$ cat config.mk
export PLATFORM = sky130hd
export DESIGN_NAME = shadow_update_sel
export DESIGN_NICKNAME = d
export VERILOG_FILES = /design/src/rtl/shadow_update_pkg.sv /design/src/rtl/upd_trig_sel.sv /design/src/rtl/shadow_cell.sv /design/src/rtl/shadow_bank.sv /design/src/rtl/shadow_update_sel.sv
export SDC_FILE = /design/constraint.sdc
export NUM_CORES = 1
export LEC_CHECK = 0
export ABC_AREA = 1
export BUFFER_PORTS_ARGS = -buffer_cell sky130_fd_sc_hd__buf_2
export CAP_MARGIN = 20
export CORE_UTILIZATION = 58
export CTS_CLUSTER_DIAMETER = 200
export DETAILED_ROUTE_END_ITERATION = 7
export PLACE_DENSITY = 0.82
export REMOVE_ABC_BUFFERS = 1
export SYNTH_ARGS = -nofsm -noshare
export SYNTH_HDL_FRONTEND = slang
export SYNTH_SLANG_ARGS = --single-unit
$ cat constraint.sdc
create_clock -name clk -period 4 [get_ports clk]
set_input_delay 1.2 -clock clk [delete_from_list [all_inputs] [get_ports clk]]
set_output_delay 1.2 -clock clk [all_outputs]
set_load 0.01 [all_outputs]
$ cat src/rtl/shadow_update_pkg.sv
// Package: shared types for the shadow register update trigger selector.
// Assumes: nothing beyond IEEE 1800-2017.
package shadow_update_pkg;

    // Per-channel event inputs that come from the channel's own counter.
    typedef struct packed {
        logic cnt_reset;   // counter reset pulse
        logic cnt_wrap;    // counter wrap to zero pulse
        logic rep_zero;    // repetition counter currently zero
    } own_evt_t;

    // Enables for the channel's own event paths.
    typedef struct packed {
        logic rst_upd;     // transfer on reset or wrap
        logic rep_upd;     // transfer on wrap with repetition zero
    } own_en_t;

    // Builds a one-hot mask of the given width with bit idx set.
    function automatic logic [31:0] idx_mask(input int idx);
        logic [31:0] m;
        m = '0;
        m[idx] = 1'b1;
        return m;
    endfunction

endpackage

$ cat src/rtl/upd_trig_sel.sv
// Module: upd_trig_sel
// Merges the enabled transfer sources into one request and registers a
// one-cycle strobe for it. The cross-timer enable for this channel's own
// index is forced off.
// Assumes: event inputs are already synchronous to clk; SELF_IDX < NUM_TIMERS.
module upd_trig_sel
    import shadow_update_pkg::*;
#(
    parameter int NUM_TIMERS = 6,
    parameter int SELF_IDX   = 2
) (
    input  logic                  clk,
    input  logic                  rst_n,
    input  own_en_t               own_en,
    input  own_evt_t              own_evt,
    input  logic [NUM_TIMERS-1:0] xtmr_en,
    input  logic [NUM_TIMERS-1:0] xtmr_upd,
    output logic                  xfer_req,
    output logic                  xfer_q
);

    localparam logic [NUM_TIMERS-1:0] SELF_BIT = NUM_TIMERS'(idx_mask(SELF_IDX));
    localparam logic [NUM_TIMERS-1:0] XT_MASK  = ~SELF_BIT;

    logic [NUM_TIMERS-1:0] xt_hit;
    logic                  rst_path;
    logic                  rep_path;
    logic                  xt_path;

    // Per-timer cross triggers, one lane per timer, own lane tied off.
    for (genvar g = 0; g < NUM_TIMERS; g++) begin : g_lane
        if (g == SELF_IDX) begin : g_own
            assign xt_hit[g] = 1'b0;
        end else begin : g_other
            assign xt_hit[g] = xtmr_en[g] & xtmr_upd[g];
        end
    end

    // Combine the three source groups into one request.
    always_comb begin
        rst_path = own_en.rst_upd & (own_evt.cnt_reset | own_evt.cnt_wrap);
        rep_path = own_en.rep_upd & own_evt.cnt_wrap & own_evt.rep_zero;
        xt_path  = |xt_hit;
        xfer_req = rst_path | rep_path | xt_path;
    end

    // Register the completion strobe.
    always_ff @(posedge clk) begin
        if (!rst_n) xfer_q <= 1'b0;
        else        xfer_q <= xfer_req;
    end

    // nothing enabled and present means no strobe next cycle.
    p_idle_r6: assert property (@(posedge clk) disable iff (!rst_n)
        (!(own_en.rst_upd && (own_evt.cnt_reset || own_evt.cnt_wrap))
         && !(own_en.rep_upd && own_evt.cnt_wrap)
         && ((xtmr_en & xtmr_upd & XT_MASK) == '0)) |=> !xfer_q);

    // the own-index lane alone never produces a strobe.
    p_own_ignored_r5: assert property (@(posedge clk) disable iff (!rst_n)
        (!own_en.rst_upd && !own_en.rep_upd && ((xtmr_upd & XT_MASK) == '0)) |=> !xfer_q);

    // a wrap with nonzero repetition does not fire through the repetition path.
    p_rep_zero_r3: assert property (@(posedge clk) disable iff (!rst_n)
        (!own_en.rst_upd && ((xtmr_en & xtmr_upd & XT_MASK) == '0)
         && own_evt.cnt_wrap && !own_evt.rep_zero) |=> !xfer_q);

    // any request is followed by the strobe.
    p_strobe_r7: assert property (@(posedge clk) disable iff (!rst_n)
        xfer_req |=> xfer_q);

endmodule

$ cat src/rtl/shadow_cell.sv
// Module: shadow_cell
// One shadow/active register pair. A write lands in the shadow stage (or
// straight in the active stage when preload is off); a transfer copies the
// post-write shadow value into the active stage.
// Assumes: wr_hit and xfer are synchronous single-cycle qualifiers.
module shadow_cell #(
    parameter int DATA_W = 16
) (
    input  logic              clk,
    input  logic              rst_n,
    input  logic              pre_en,
    input  logic              wr_hit,
    input  logic [DATA_W-1:0] wr_data,
    input  logic              xfer,
    output logic [DATA_W-1:0] active_q
);

    logic [DATA_W-1:0] shadow_q;
    logic [DATA_W-1:0] shadow_d;

    // Next shadow value: a same-cycle write takes effect before the copy.
    always_comb begin
        shadow_d = wr_hit ? wr_data : shadow_q;
    end

    // Shadow stage storage.
    always_ff @(posedge clk) begin
        if (!rst_n) shadow_q <= '0;
        else        shadow_q <= shadow_d;
    end

    // Active stage: direct write when bypassed, otherwise copy on transfer.
    always_ff @(posedge clk) begin
        if (!rst_n)                active_q <= '0;
        else if (!pre_en && wr_hit) active_q <= wr_data;
        else if (xfer)             active_q <= shadow_d;
    end

    // with preload on, no write path reaches the active value alone.
    p_hold_r11: assert property (@(posedge clk) disable iff (!rst_n)
        (pre_en && !xfer) |=> $stable(active_q));

    // bypass write appears on the next edge.
    p_direct_r10: assert property (@(posedge clk) disable iff (!rst_n)
        (!pre_en && wr_hit) |=> (active_q == $past(wr_data)));

    // a transfer without a write copies the held shadow value.
    p_copy_r8: assert property (@(posedge clk) disable iff (!rst_n)
        (pre_en && xfer && !wr_hit) |=> (active_q == $past(shadow_q)));

    // a write in the transfer cycle is what becomes active.
    p_new_wins_r9: assert property (@(posedge clk) disable iff (!rst_n)
        (pre_en && xfer && wr_hit) |=> (active_q == $past(wr_data)));

endmodule

$ cat src/rtl/shadow_bank.sv
// Module: shadow_bank
// A bank of NUM_REGS shadow/active pairs sharing one write port and one
// transfer request; outputs the active values flattened.
// Assumes: wr_sel addresses an existing register when wr_en is high;
// out-of-range indexes are dropped.
module shadow_bank #(
    parameter int NUM_REGS = 4,
    parameter int DATA_W   = 16,
    parameter int SEL_W    = (NUM_REGS > 1) ? $clog2(NUM_REGS) : 1
) (
    input  logic                       clk,
    input  logic                       rst_n,
    input  logic                       pre_en,
    input  logic                       wr_en,
    input  logic [SEL_W-1:0]           wr_sel,
    input  logic [DATA_W-1:0]          wr_data,
    input  logic                       xfer,
    output logic [NUM_REGS*DATA_W-1:0] act_flat
);

    logic [NUM_REGS-1:0] hit;

    // One register pair per index, each with its own write decode.
    for (genvar k = 0; k < NUM_REGS; k++) begin : g_reg
        assign hit[k] = wr_en && (int'(wr_sel) == k);

        shadow_cell #(.DATA_W(DATA_W)) u_cell (
            .clk      (clk),
            .rst_n    (rst_n),
            .pre_en   (pre_en),
            .wr_hit   (hit[k]),
            .wr_data  (wr_data),
            .xfer     (xfer),
            .active_q (act_flat[k*DATA_W +: DATA_W])
        );
    end

    // At most one register is written per cycle.
    p_one_hit_r10: assert property (@(posedge clk) disable iff (!rst_n)
        $onehot0(hit));

endmodule

$ cat src/rtl/shadow_update_sel.sv
// Module: shadow_update_sel (top)
// Trigger selection plus shadow bank for one timer channel of a group.
// Assumes: all inputs synchronous to clk; reset is synchronous, active low.
module shadow_update_sel
    import shadow_update_pkg::*;
#(
    parameter int NUM_TIMERS = 6,
    parameter int SELF_IDX   = 2,
    parameter int NUM_REGS   = 4,
    parameter int DATA_W     = 16,
    parameter int SEL_W      = (NUM_REGS > 1) ? $clog2(NUM_REGS) : 1
) (
    input  logic                       clk,
    input  logic                       rst_n,
    input  logic                       preload_en,
    input  logic                       rst_upd_en,
    input  logic                       rep_upd_en,
    input  logic [NUM_TIMERS-1:0]      xtmr_upd_en,
    input  logic                       cnt_reset,
    input  logic                       cnt_wrap,
    input  logic                       rep_zero,
    input  logic [NUM_TIMERS-1:0]      xtmr_upd,
    input  logic                       wr_en,
    input  logic [SEL_W-1:0]           wr_sel,
    input  logic [DATA_W-1:0]          wr_data,
    output logic                       xfer_o,
    output logic [NUM_REGS*DATA_W-1:0] act_flat_o
);

    own_en_t  own_en;
    own_evt_t own_evt;
    logic     xfer_req;

    // Bundle the channel's own enables and events.
    always_comb begin
        own_en.rst_upd    = rst_upd_en;
        own_en.rep_upd    = rep_upd_en;
        own_evt.cnt_reset = cnt_reset;
        own_evt.cnt_wrap  = cnt_wrap;
        own_evt.rep_zero  = rep_zero;
    end

    upd_trig_sel #(
        .NUM_TIMERS (NUM_TIMERS),
        .SELF_IDX   (SELF_IDX)
    ) u_sel (
        .clk      (clk),
        .rst_n    (rst_n),
        .own_en   (own_en),
        .own_evt  (own_evt),
        .xtmr_en  (xtmr_upd_en),
        .xtmr_upd (xtmr_upd),
        .xfer_req (xfer_req),
        .xfer_q   (xfer_o)
    );

    shadow_bank #(
        .NUM_REGS (NUM_REGS),
        .DATA_W   (DATA_W),
        .SEL_W    (SEL_W)
    ) u_bank (
        .clk      (clk),
        .rst_n    (rst_n),
        .pre_en   (preload_en),
        .wr_en    (wr_en),
        .wr_sel   (wr_sel),
        .wr_data  (wr_data),
        .xfer     (xfer_req),
        .act_flat (act_flat_o)
    );

    // an enabled reset/wrap event is followed by the strobe.
    p_rst_path_r2: assert property (@(posedge clk) disable iff (!rst_n)
        (rst_upd_en && (cnt_reset || cnt_wrap)) |=> xfer_o);

    // an enabled update from another timer is followed by the strobe.
    p_cross_r4: assert property (@(posedge clk) disable iff (!rst_n)
        ((xtmr_upd_en & xtmr_upd & ~NUM_TIMERS'(idx_mask(SELF_IDX))) != '0) |=> xfer_o);

endmodule

-- Yosys cells after proc, flatten, opt, wreduce, memory -nomap -nowiden
Cells that the tools add are included.
- bits in registers: 129
- input bits: 39
- output and inout port bits: 65
- logic and storage cells: 50
- equality and inequality tests: 3
- muxes and demuxes: 12
- bitwise logic cells: 11
- reductions and logical operators: 15
- operators with widths (operator ; number):
    $mux W16 ; 12
    $and A1 B1 Y1 ; 8
    $logic_and A1 B1 Y1 ; 8
    $reduce_bool A2 Y1 ; 4
    $reduce_or A5 Y1 ; 1
    $eq A2 B2 Y1 const B ; 2
    $or A1 B1 Y1 ; 3
    $eq A2 B1 Y1 const B ; 1
    $logic_not A2 Y1 ; 1
    $logic_not A1 Y1 ; 1

-- Logic depth before layout (Yosys ltp)
- depth after elaboration: 6
- mapped depth: 9
- mapped depth without buffers: 8

-- Modules after synthesis
A second synthesis with hierarchy kept.
- cells, all modules: 791
- area total of the unflattened synthesis: 5439.0 sq um
- modules (own cells, without submodules) (module ; instances ; cells an instance ; area an instance (sq um) ; seq. area each (sq um)):
    shadow_cell ; 4 ; 191 ; 1327.5 ; 640.6
    upd_trig_sel ; 1 ; 19 ; 98.8 ; 20.0
    shadow_bank ; 1 ; 8 ; 30.0 ; 0.0

-- Worst setup path before layout
OpenSTA, ideal clock, no wires.
- path kind: in2reg
- start point: input xtmr_upd_en[4]
- end point: register u_bank.g_reg[1].u_cell.active_q[0]
- setup time: 0.110 ns
- arrival: 2.081 ns
- required time: 3.890 ns
- slack: 1.809 ns
- cell stages on the path: 8
- buffers on the path: 2
- cell sequence: nand2_1 nand2_1 nor2_8 buf_6 buf_2 nand4_1 nand2_1 nor2_1
- cells in the longest elaborated chain, start to end: 4
- ends and longest elaborated chain (item ; line ; source):
    start: declaration ; shadow_update_sel.sv:18 ; input logic [NUM_TIMERS-1:0] xtmr_upd_en,
    $and A1 B1 Y1 ; upd_trig_sel.sv:35 ; assign xt_hit[g] = xtmr_en[g] & xtmr_upd[g];
    $reduce_or A5 Y1 ; upd_trig_sel.sv:43 ; xt_path = |xt_hit;
    $or A1 B1 Y1 ; upd_trig_sel.sv:44 ; xfer_req = rst_path | rep_path | xt_path;
    $reduce_bool A2 Y1 (no source line) ; -- ;
    end signal: assignment ; shadow_cell.sv:35 ; else if (!pre_en && wr_hit) active_q <= wr_data;
    end signal: assignment ; shadow_cell.sv:36 ; else if (xfer) active_q <= shadow_d;
    end: declaration ; shadow_cell.sv:15 ; output logic [DATA_W-1:0] active_q
No other way between the ends.
A chain may end at the register's enable or synchronous reset.

-- Final worst setup path
- start point: input wr_sel[0]
- end point: register u_bank.g_reg[0].u_cell.active_q[10]
- cells in the longest elaborated chain, start to end: 5
- elaborated cells on any way between the ends: 7
- classes of those cells: mux: 3; reduce/logical: 4
- ends and longest elaborated chain (item ; line ; source):
    start: declaration ; shadow_update_sel.sv:24 ; input logic [SEL_W-1:0] wr_sel,
    $logic_not A2 Y1 (*) ; shadow_bank.sv:25 ; assign hit[k] = wr_en && (int'(wr_sel) == k);
    $logic_and A1 B1 Y1 (*) ; shadow_bank.sv:25 ;
    $mux W16 ; shadow_cell.sv:23 ; shadow_d = wr_hit ? wr_data : shadow_q;
    $mux W16 ; shadow_cell.sv:36 ;
    $mux W16 ; shadow_cell.sv:35 ;
    end signal: assignment ; shadow_cell.sv:35 ;
    end signal: assignment ; shadow_cell.sv:36 ;
    end: declaration ; shadow_cell.sv:15 ;
Mark *: on every way between the ends. The rest lies on a longest branch, timed or not. The select of a mux whose other input is x is not followed.

==> summary.txt <==
Timing
  • Clock Skews: 0.00371 ns
  • Worst setup margin: 1.63 ns
  • Count of pins over their slew limit: 0
  • Worst-Margin Slew: 0.953 ns
  • Final min period: 2.37 ns
  • Fin Setup TNS: 0 ns
  • Unrepaired setup endpoints after global routing: false
  • Max Fclk: 422 MHz
  • Final setup vio count: 0
  • Final hold vios: 0
  • Fin crit share: 59.2%
  • Max transition margin: 36.3%

Cells and area
  • Post-layout util: 69.7%
  • Design area: 6780 um^2
  • Non-Filler Instances: 1075
  • Fillcell total: 822
  • Final #Nets: 968
  • Share of layout cells above drive strength 1: 16.5%
  • Layout area overhead: 17.3%
  • Ant. Diodes: 0

Global routing
  • GRT Overall Usage: 27.8%
  • Global route overflow: 0
  • Vias in the first global route: 4569
  • First-pass GRT wire length: 21800 um
  • Pin count of the biggest net entering global routing: 66
  • Initial antenna violation count: 0

Worst setup path
  • Endpoint type of the worst setup path: flip-flop
  • Kind of critical path: in2reg
  • Critical path, cell by cell: buf_2 -> nor2_2 -> nand2_1 -> o21ai_0 -> nand2_1 -> inv_1 -> nor2_1
  • CP max FO: 32
  • Startpoint Class: input pin
  • Crit-path most repeated cell: nand2_1
  • CP delay by family, top: simple AND/OR/NAND/NOR gates
  • Delay of the slowest critical-path stage: 0.57 ns
  • WP buf/inv: 2
  • CP required: 4.42 ns
  • CP Data Arrival Time: 2.78 ns
  • Crit path max-delay cell type: nand2_1

Floorplan
  • CORE AREA: 9730 um^2
  • Rows: 36
  • Die height: 102 um
  • Area of the die: 10400 um^2
  • Die X: 102 um
  • IO Pins: 104
  • Starting Density: 59.4%

Place
  • Hpwl dp: 8200 um
  • DP Cell Count: 1043
  • Post-Place Setup Slack: 1.17 ns
  • GP Congestion: 0.750
  • PortBufs: 101
  • Placed inst area: 6230 um^2

Logic synthesis
  • Most frequent cell after synthesis: nand2_1
  • Top cells by area, synth: dfxtp_1 45%, nand2_1 13%, inv_1 13%, nor2_1 8.4%, nand4_1 6.9%
  • Yosys cell types: 21
  • Asr flop ratio synth: 0%
  • Post-synth top cells: 200 x nand2_1, 196 x inv_1, 130 x nor2_1, 129 x dfxtp_1, 64 x nand4_1
  • Biggest area consumer among synthesized cells: dfxtp_1
  • Post-synth top flop: dfxtp_1
  • Syn avg cell area: 6.78 um^2
  • Top cell type's share of synthesized area: 44.7%
  • Yosys warnings: 0
  • EDFF count, synth: 0
  • Synthesized instance count: 852
  • Area of the mapped netlist: 5780 um^2
  • #FFs+latches synth: 129
  • Sequential area share after synthesis: 44.7%

Clock network
  • Worst-path clk slew: 0.06 ns
  • CTS buffer count: 17
  • H-Tree Level Count: 4
  • Clock Sinks: 129
  • CTS tree: done
  • Max Buffers Root-to-Sink: 2
  • Setup Fix Bufs, Post-CTS: 0
  • Hold-fix buffers, CTS: 0
  • Clk_lat worst skew: 0.52 ns
  • CTS resizes: 0
  • Clk root buf: clkbuf_8

Hold path
  • Min-Delay Path Class: reg2reg

Route
  • Remaining DRCs: 1
  • DR vias: 5235
  • Wire per inst: 12.7 um
  • Vias/cell: 4.87
  • Final Routed Wirelength: 13700 um
  • Drt pass-1 iters: 7
  • DRC violation total after the first TritonRoute iteration: 326
  • Post-detailed-route count of antenna-violating nets: 0

Power and ir drop
  • Leakage: 3.67 nW
  • P per Cell Area: 486 nW/um^2
  • Max VDD drop: 0.000264 V

Flow run
  • Maximum capacitance violations: 0

Status
  • Outcome: finished, violations left
  • Failing checks: design-rule violations
-- state kept, by name, summed over array words and instances (netlist names) --
| register | count |
|---|---|
| u_bank.g.u_cell.active_q | 64 |
| u_bank.g.u_cell.shadow_q | 64 |
| u_sel.xfer_q | 1 |
-- metrics by stage --
stage / power [mW] / hold slack [ns]
5_1_grt: 3.44 / 0.585
4_1_cts: 3.31 / 0.557
2_1_floorplan: 1.73 / 0.525
6_report: 3.30 / 0.552
3_3_place_gp: 1.89 / 0.540
3_5_place_dp: 1.90 / 0.546
-- cells in the final DEF (no fill, tap or decap) --
master	n
buf_12	1
clkbuf_8	4
clkbuf_16	16
nand2_2	1
a21oi_1	1
o21ai_1	44
clkbuf_1	2
buf_2	101
nand4_2	2
nor2_8	1
nor2_4	2
nand4_1	64
nor2_1	130
nand2_1	200
clkinv_1	1
nand3_4	5
nand3_2	3
clkinv_2	5
o21ai_0	20
buf_4	6
bufinv_16	1
inv_2	1
clkinvlp_4	4
inv_1	195
nor2_2	2
nand3_1	1
dfxtp_1	129
-- final cells by class --
type	count	area [um^2]	share of cell area (%)
repair buffers	108	571	8.41
clock inverters	10	85.1	1.25
well taps	133	166	2.45
multi-input cells	476	2170	32.1
clock buffers	22	463	6.83
flip-flops and latches	129	2580	38.1
inverters	197	739	10.9
-- cell families (layout without fill, tap and decap cells) --
family | after synthesis | count (layout) | share of synthesized area [%]
AND/OR/NAND/NOR | 411 | 411 | 32.0
buffers and inverters | 247 | 337 | 17.7
flip-flops | 129 | 129 | 44.7
AO/OA/AOI/OAI | 65 | 65 | 5.63
-- report_power, final --
group	internal, mW	switching (mW)	leakage (nW)	total (mW)
sequential	1.37	0.0339	1.06	1.41
clock	0.866	0.548	0.263	1.41
combinational	0.163	0.312	2.35	0.475
total	2.40	0.894	3.67	3.30
-- routing by layer --
metal	vias up	wire, um	track usage, %
li1	2714	-	-
met1	2316	6120	35.7
met2	185	6520	46.2
met3	20	864	6.29
met4	0	170	9.34
met5	-	0	0
-- tightest hold or removal path, delay by kind of cell, from the launching register on --
family / cells / cell delay [ns]
buffers and inverters: 1 / 0.04
AOI/OAI and AO/OA: 1 / 0.09
DFF: 1 / 0.29
and+or+nand+nor: 2 / 0.09
-- worst paths after layout --
path / start / end / slack, ns / cells after the start
max: wr_sel[0] / u_bank.g_reg[0].u_cell.active_q[10] / 1.63 / 7
max reg2reg: u_bank.g_reg[3].u_cell.shadow_q[6] / u_bank.g_reg[3].u_cell.active_q[6] / 3.10 / 6
min: u_bank.g_reg[3].u_cell.shadow_q[7] / u_bank.g_reg[3].u_cell.shadow_q[7] / 0.55 / 4
min reg2reg: u_bank.g_reg[3].u_cell.shadow_q[7] / u_bank.g_reg[3].u_cell.shadow_q[7] / 0.55 / 4
Power figures use the tool's default switching activity.
